===== config.mk =====
export PLATFORM = sky130hd
export DESIGN_NAME = vds_scan
export DESIGN_NICKNAME = d
export VERILOG_FILES = /design/src/rtl/vds_pkg.sv /design/src/rtl/vds_scan.sv
export SDC_FILE = /design/constraint.sdc
export NUM_CORES = 1
export LEC_CHECK = 0
export BUFFER_PORTS_ARGS = -buffer_cell sky130_fd_sc_hd__buf_2
export CAP_MARGIN = 15
export CORE_MARGIN = 2
export CORE_UTILIZATION = 45
export CTS_BUF_LIST = sky130_fd_sc_hd__clkbuf_4
export DETAILED_ROUTE_END_ITERATION = 10
export PLACE_DENSITY = 0.72
export SLEW_MARGIN = 10
export SYNTH_ARGS = -nofsm -noshare
export SYNTH_HDL_FRONTEND = slang
export SYNTH_SLANG_ARGS = --single-unit
export TNS_END_PERCENT = 100

===== constraint.sdc =====
create_clock -name clk_i -period 3.6 [get_ports clk_i]
set_input_delay 0.36 -clock clk_i [delete_from_list [all_inputs] [get_ports clk_i]]
set_output_delay 0.36 -clock clk_i [all_outputs]
set_load 0.02 [all_outputs]

===== src/rtl/vds_pkg.sv =====
package vds_pkg;
  typedef enum logic [1:0] {
    DOM_OK    = 2'd0,
    DOM_SHORT = 2'd1,
    DOM_OPEN  = 2'd2,
    DOM_DRIFT = 2'd3
  } dom_stat_e;

  typedef enum logic [1:0] {
    ST_IDLE,
    ST_CAPT,
    ST_SCAN,
    ST_DONE
  } scan_st_e;
endpackage


===== src/rtl/vds_scan.sv =====
module vds_scan
  import vds_pkg::*;
#(
  parameter int N_DOM = 38,
  parameter int MV_W  = 12,
  localparam int IDX_W = $clog2(N_DOM)
) (
  input  logic                   clk_i,
  input  logic                   rst_ni,
  input  logic                   valid_i,
  input  logic                   start_i,
  input  logic                   last_i,
  input  dom_stat_e              stat_i,
  input  logic [MV_W-1:0]        spread_i,
  output logic                   acc_o,
  output logic [IDX_W-1:0]       idx_o,
  output logic                   busy_o,
  output logic                   done_o,
  output logic                   pass_o,
  output logic [IDX_W-1:0]       first_o,
  output logic [MV_W-1:0]        spread_o,
  output logic [2*N_DOM-1:0]     stat_o
);
  localparam logic [IDX_W-1:0] LAST_IDX = IDX_W'(N_DOM - 1);

  scan_st_e                st_q;
  logic [IDX_W-1:0]        idx_q, first_q;
  logic                    fail_q;
  logic [MV_W-1:0]         spread_q;
  logic [N_DOM-1:0][1:0]   stat_q;

  assign acc_o = valid_i && (st_q != ST_SCAN) && (start_i || st_q == ST_CAPT);

  always_ff @(posedge clk_i or negedge rst_ni) begin
    if (!rst_ni) begin
      st_q     <= ST_IDLE;
      idx_q    <= '0;
      first_q  <= '0;
      fail_q   <= 1'b0;
      spread_q <= '0;
      stat_q   <= '0;
    end else if (acc_o) begin
      if (start_i) begin
        stat_q   <= '0;
        fail_q   <= 1'b0;
        first_q  <= '0;
        spread_q <= '0;
      end
      st_q  <= last_i ? ST_SCAN : ST_CAPT;
      idx_q <= '0;
    end else if (st_q == ST_SCAN) begin
      stat_q[idx_q] <= stat_i;
      if (stat_i != DOM_OK && !fail_q) begin
        fail_q  <= 1'b1;
        first_q <= idx_q;
      end
      if (idx_q == LAST_IDX) begin
        st_q     <= ST_DONE;
        spread_q <= spread_i;
      end else begin
        idx_q <= idx_q + 1'b1;
      end
    end
  end

  assign idx_o    = idx_q;
  assign busy_o   = st_q == ST_SCAN;
  assign done_o   = st_q == ST_DONE;
  assign pass_o   = done_o && !fail_q;
  assign first_o  = first_q;
  assign spread_o = spread_q;
  assign stat_o   = stat_q;
endmodule


==> Word-level counts from Yosys, hierarchy flattened <==
Cells that the tools add are included.
{ "totals": {"reg_bits": 103, "input_bits": 19, "output_inout_bits": 104} }
{ "classes": {"n_addsub": 1, "order_cmp": 2, "eq_ne": 7, "n_mux": 25, "reduce_logical": 16} }
{ "op_table": {"columns": ["operator", "count"], "rows": [
  ["two-way mux 76 bit", 3],
  ["bitwise mux 76 bit", 1],
  ["two-way mux 12 bit", 4],
  ["two-way mux 6 bit", 7],
  ["demux 2 bit (select 6 bit)", 1],
  ["two-way mux 2 bit", 5],
  ["nonzero test 2 bit", 4],
  ["less-than comparator 6 x 7 -> 1 bit, second input constant", 1],
  ["adder 6 x 1 -> 6 bit, second input constant", 1],
  ["== test 6 bit, second input constant", 1],
  [">= comparator 6 x 1 -> 1 bit, second input constant", 1],
  ["!= test 2 bit, second input constant", 3],
  ["AND reduction 2 bit", 3],
  ["AND reduction 3 bit", 2],
  ["logical AND 1 bit", 5],
  ["== test 2 bit, second input constant", 2],
  ["two-way mux 1 bit", 4],
  ["== test 2 x 1 -> 1 bit, second input constant", 1],
  ["zero test 1 bit", 1],
  ["logical OR 1 bit", 1]
]} }

==> Longest topological paths before layout <==
{ "depth": {"ltp_word": 7, "depth_mapped": 8, "depth_no_buf": 5} }

==> Worst setup path after synthesis <==
OpenSTA, ideal clock, no wires.
{ "synth_path": {"path_type": "register -> register", "startpoint": "register idx_q[1], in the netlist idx_o[1]", "endpoint": "register spread_q[10], in the netlist spread_o[10]", "setup_time_ns": 0.127, "t_arrival_ns": 1.651, "setup_slack_ns": 1.822, "path_stages_with_launch": 9, "period_less_slack_ns": 1.778, "cell_sequence": "dfrtp_1 clkbuf_1 inv_1 ha_1 nand2_1 or3_1 buf_2 buf_6 mux2i_1"} }
{ "synth_between": {"elab_chain_cells": 3} }
{ "synth_rtl": {"columns": ["element", "line", "text"], "rows": [
  ["from (decl)", "vds_scan.sv:27", "logic [IDX_W-1:0] idx_q, first_q;"],
  ["from (signal assigned)", "vds_scan.sv:61", "idx_q <= idx_q + 1'b1;"],
  ["== test 6 bit", "vds_scan.sv:57", "if (idx_q == LAST_IDX) begin"],
  ["nonzero test 2 bit (no line)", null, null],
  ["AND reduction 3 bit (no line)", null, null],
  ["to (signal assigned)", "vds_scan.sv:59", "spread_q <= spread_i;"],
  ["to (decl)", "vds_scan.sv:29", "logic [MV_W-1:0] spread_q;"]
]} }
Every way passes these cells.
A chain may end at the register's enable or synchronous reset.

==> Worst setup path after layout <==
{ "layout_path": {"startpoint": "register st_q[0]", "endpoint": "output port busy_o"} }
{ "layout_between": {"elab_chain_cells": 1} }
{ "layout_rtl": {"columns": ["element", "line", "text"], "rows": [
  ["from (decl)", "vds_scan.sv:26", "scan_st_e st_q;"],
  ["from (signal assigned)", "vds_scan.sv:49", "st_q <= last_i ? ST_SCAN : ST_CAPT;"],
  ["== test 2 bit", "vds_scan.sv:67", "assign busy_o = st_q == ST_SCAN;"],
  ["to (decl)", "vds_scan.sv:17", "output logic busy_o,"]
]} }
Every way passes these cells.

==> results_tabular.tex <==
\begin{tabular}{lr}
\hline
Metric & Value \\
\hline
\multicolumn{2}{l}{\textbf{Worst setup path}} \\
Worst setup startpoint & st\_q[0] \\
Chain of cells forming the critical path & nand2b\_1 > inv\_2 > buf\_4 > buf\_2 \\
Startpoint type of the worst setup path & flop \\
Path type of the worst setup path & reg -> out \\
Arrival time of data at the critical path endpoint & 2530 ps \\
CP max stage cell & nand2b\_1 \\
Kind of cell adding the most delay to the critical path & buffers and inverters \\
Critical path endpoint category & output port \\
Max FO, Critical Path & 41 \\
Source of the worst register-to-register timing path & st\_q[0] \\
CP Data Required Time & 3240 ps \\
WP buf/inv & 3 \\
Max incr delay on CP & 560 ps \\
\multicolumn{2}{l}{\textbf{STA}} \\
Final hold violation count & 0 \\
Setup ws final & 715 ps \\
Final clock skew & 29.5 ps \\
Slew of the pin with the lowest slew margin & 1030 ps \\
Setup repair after global routing missed its margin & no \\
Sum of negative setup slack & 0 ps \\
Relative slew margins & 0.310 \\
Final number of max-transition violations & 0 \\
Final period util & 0.801 \\
F\_max & 347 MHz \\
Final setup vio count & 0 \\
Fin crit period & 2890 ps \\
\multicolumn{2}{l}{\textbf{Die}} \\
Starting Density & 0.459 \\
Rows & 38 \\
Number of top-level pins & 123 \\
Floorplan core area & 10800 um2 \\
Total Die Area & 11900 um2 \\
Height of the chip & 109 um \\
Chip Width & 109 um \\
\multicolumn{2}{l}{\textbf{Layout}} \\
Area added between synthesis and finish & 15.6\% \\
Share of final-layout standard cells stronger than drive strength 1 & 0.268 \\
\# nets final & 573 \\
Count of antenna diodes in the layout & 0 \\
Fill cell instance count of the final layout & 990 \\
\multicolumn{2}{l}{\textbf{Yosys}} \\
Asr flop ratio synth & 1.00 \\
Xor/xnor cell area share of the yosys netlist & 0 \\
Portion of the post-synthesis area used by sequential elements & 0.521 \\
Top post-synthesis cells by area & dfrtp\_1, mux2i\_1, o21ai\_0, o211ai\_1, a211oi\_1 \\
Primary FF master, synth & dfrtp\_1 \\
Simple-Gate Fraction of Synth Area & 0.0470 \\
Yosys warns & 0 \\
Dominant cell type by area after synthesis & dfrtp\_1 \\
Share of the synthesized area in compound gates (AO/OA/AOI/OAI) & 0.179 \\
Average size of a mapped cell & 10.8 um2 \\
Post-synth EDFFs & 0 \\
Most common library cells after synthesis & dfrtp\_1, o21ai\_0, mux2i\_1 \\
Post-Synthesis Cell Area & 4950 um2 \\
Main combinational cell family by area after synthesis & multiplexers \\
Gate count of the mapped netlist & 457 \\
Post-synthesis mux area share & 0.196 \\
Library cells used by synthesis & 29 \\
Synth Area in Adders & 0.00506 \\
Most numerous cell in the Yosys netlist & dfrtp\_1 \\
Net count after synthesis & 478 \\
Synth top area share & 0.521 \\
Register bit count reported by yosys & 103 \\
\multicolumn{2}{l}{\textbf{Place}} \\
Final GP Congestion & 0.803 \\
Count of buffers inserted at the top-level ports & 122 \\
Worst-case setup slack after placement & 1170 ps \\
Final HPWL DP & 8340 um \\
\multicolumn{2}{l}{\textbf{Detailed routing}} \\
Final routed wirelength across all metal layers & 12700 um \\
Post-DR wirelength/cell & 18.2 um \\
Number of DRC violations after detailed routing & 0 \\
Number of iterations in the first detailed-routing pass & 5 \\
Vias/cell & 5.82 \\
Number of routed nets with antenna violations & 0 \\
Number of vias in the routed layout & 4056 \\
Detailed router's first-iteration violation count & 289 \\
\multicolumn{2}{l}{\textbf{CTS}} \\
Clock tree from TritonCTS & built \\
Clock edge transition at the registers on the reported setup and hold paths & 150 ps \\
H-tree depth & 3 \\
Postcts setup bufs & 0 \\
Post-CTS Resized & 0 \\
Clock sink total & 103 \\
CTS Root Cell & clkbuf\_4 \\
CTS Buffer Depth & 2 \\
Number of hold-repair buffers added at the cts stage & 0 \\
Later-pin clock latency in the skew report & 460 ps \\
Total CTS buffers & 9 \\
\multicolumn{2}{l}{\textbf{Power}} \\
VDD IR max & 0.271 mV \\
Power Density & 469 nW/um2 \\
Fraction of power consumed by combinational cells & 0.306 \\
Cell internal pwr & 0.00160 W \\
Part of the total power dissipated in sequential elements & 0.498 \\
Switching Fraction & 0.403 \\
Clock power share & 0.196 \\
Leakage & 3.11 nW \\
NetSw & 0.00108 W \\
\multicolumn{2}{l}{\textbf{Global routing}} \\
Overall track demand over capacity in global routing & 0.220 \\
Number of antenna violations at the first check in global routing & 0 \\
Via count of the first global-routing pass & 3969 \\
Pin count of the biggest net entering global routing & 81 \\
Wire length of the first global-routing pass & 20500 um \\
Remaining global-route overflow & 0 \\
\multicolumn{2}{l}{\textbf{Run status}} \\
Outcome & finished clean \\
\multicolumn{2}{l}{\textbf{Job}} \\
Reported max-cap violation count & 0 \\
\multicolumn{2}{l}{\textbf{Worst hold path}} \\
Path type of the worst min-delay path & in -> async \\
\hline
\end{tabular}
==> state kept, by name, summed over array words and instances (netlist names) <==
register and cells:
spread_o 12, stat_o 76, idx_o 6, st_q 2
fail_q 1, first_o 6
==> worst paths after layout <==
check | cells past startpoint | slack (ps) | to
max reg2reg | 6 | 1130 | stat_o[21]
max in group asynchronous | 2 | 2610 | spread_o[6]
min | 1 | 70 | stat_o[27]
max | 4 | 710 | busy_o
min reg2reg | 2 | 550 | spread_o[11]
min in group clk_i | 3 | 110 | spread_o[8]
==> per-layer routing <==
| metal | share of wire | GRT usage | vias up |
|---|---|---|---|
| met5 | 0 | 0 | - |
| met1 | 0.45 | 0.302 | 2056 |
| met3 | 0.057 | 0.0574 | 13 |
| li1 | - | - | 1853 |
| met2 | 0.48 | 0.356 | 134 |
| met4 | 0.0094 | 0.0412 | 0 |
==> worst reg2reg max path: cells and delay by family (launching register included) <==
family | cells | cell delay (ps)
and+or+nand+nor | 1 | 560
muxes | 1 | 180
DFF | 1 | 450
buffers and inverters | 3 | 1130
AOI/OAI and AO/OA | 1 | 110
==> power by group through the flow <==
stage / sequential, W / clock (W) / combinational, W
after floorplan: 0.00139 / 0 / 0.000509
after global placement: 0.00135 / 0 / 0.000803
after detailed placement: 0.00135 / 0 / 0.000822
after CTS: 0.00133 / 0.000547 / 0.000823
after global routing: 0.00135 / 0.000591 / 0.000893
final: 0.00134 / 0.000526 / 0.000821
==> metrics by stage <==
stage	cell area, um2	utilization	cells	power (W)	hold WS (ps)
floorplan	4950	-	457	0.00190	64.4
global placement	5610	0.520	681	0.00216	527
detailed placement	5610	0.520	681	0.00218	533
CTS	5720	0.530	697	0.00270	83.5
global route	5720	0.530	697	0.00283	72.4
finish	5720	0.530	697	0.00268	68.4
==> cells by family after synthesis <==
kind of cell,Yosys count
AND/OR/NAND/NOR,38
buffers and inverters,65
flip-flops,103
AO/OA/AOI/OAI,152
multiplexers,97
adder cells (fa/ha/maj),2
==> cell usage in the layout, fill, tap and decap left out, drive strengths merged <==
cell type | Yosys | final
a211oi | 20 | 20
a311oi | 1 | 1
clkinv | 0 | 4
a21oi | 4 | 4
clkbuf | 35 | 10
or4 | 1 | 1
nand2 | 7 | 7
inv | 20 | 20
a22oi | 1 | 1
nand3 | 2 | 2
nor2 | 4 | 4
nor3 | 2 | 2
o31ai | 1 | 1
and2 | 1 | 1
mux2i | 97 | 97
or3 | 4 | 4
buf | 10 | 129
nand3b | 5 | 5
dfrtp | 103 | 103
ha | 2 | 2
and3b | 1 | 1
nor3b | 6 | 6
o21ai | 99 | 99
or3b | 3 | 3
clkinvlp | 0 | 2
o211ai | 26 | 26
nand2b | 2 | 2
==> area by class of cell <==
type / instances / area (um2) / share of cell area
Sequential cell: 103 / 2580 / 0.450
Multi-Input combinational cell: 289 / 2120 / 0.370
Timing Repair Buffer: 129 / 666 / 0.116
Tap cell: 140 / 175 / 0.0306
Clock buffer: 10 / 75.1 / 0.0131
Inverter: 20 / 75.1 / 0.0131
Clock inverter: 6 / 37.5 / 0.00656
Note: power is estimated with default switching activity, not from simulation.
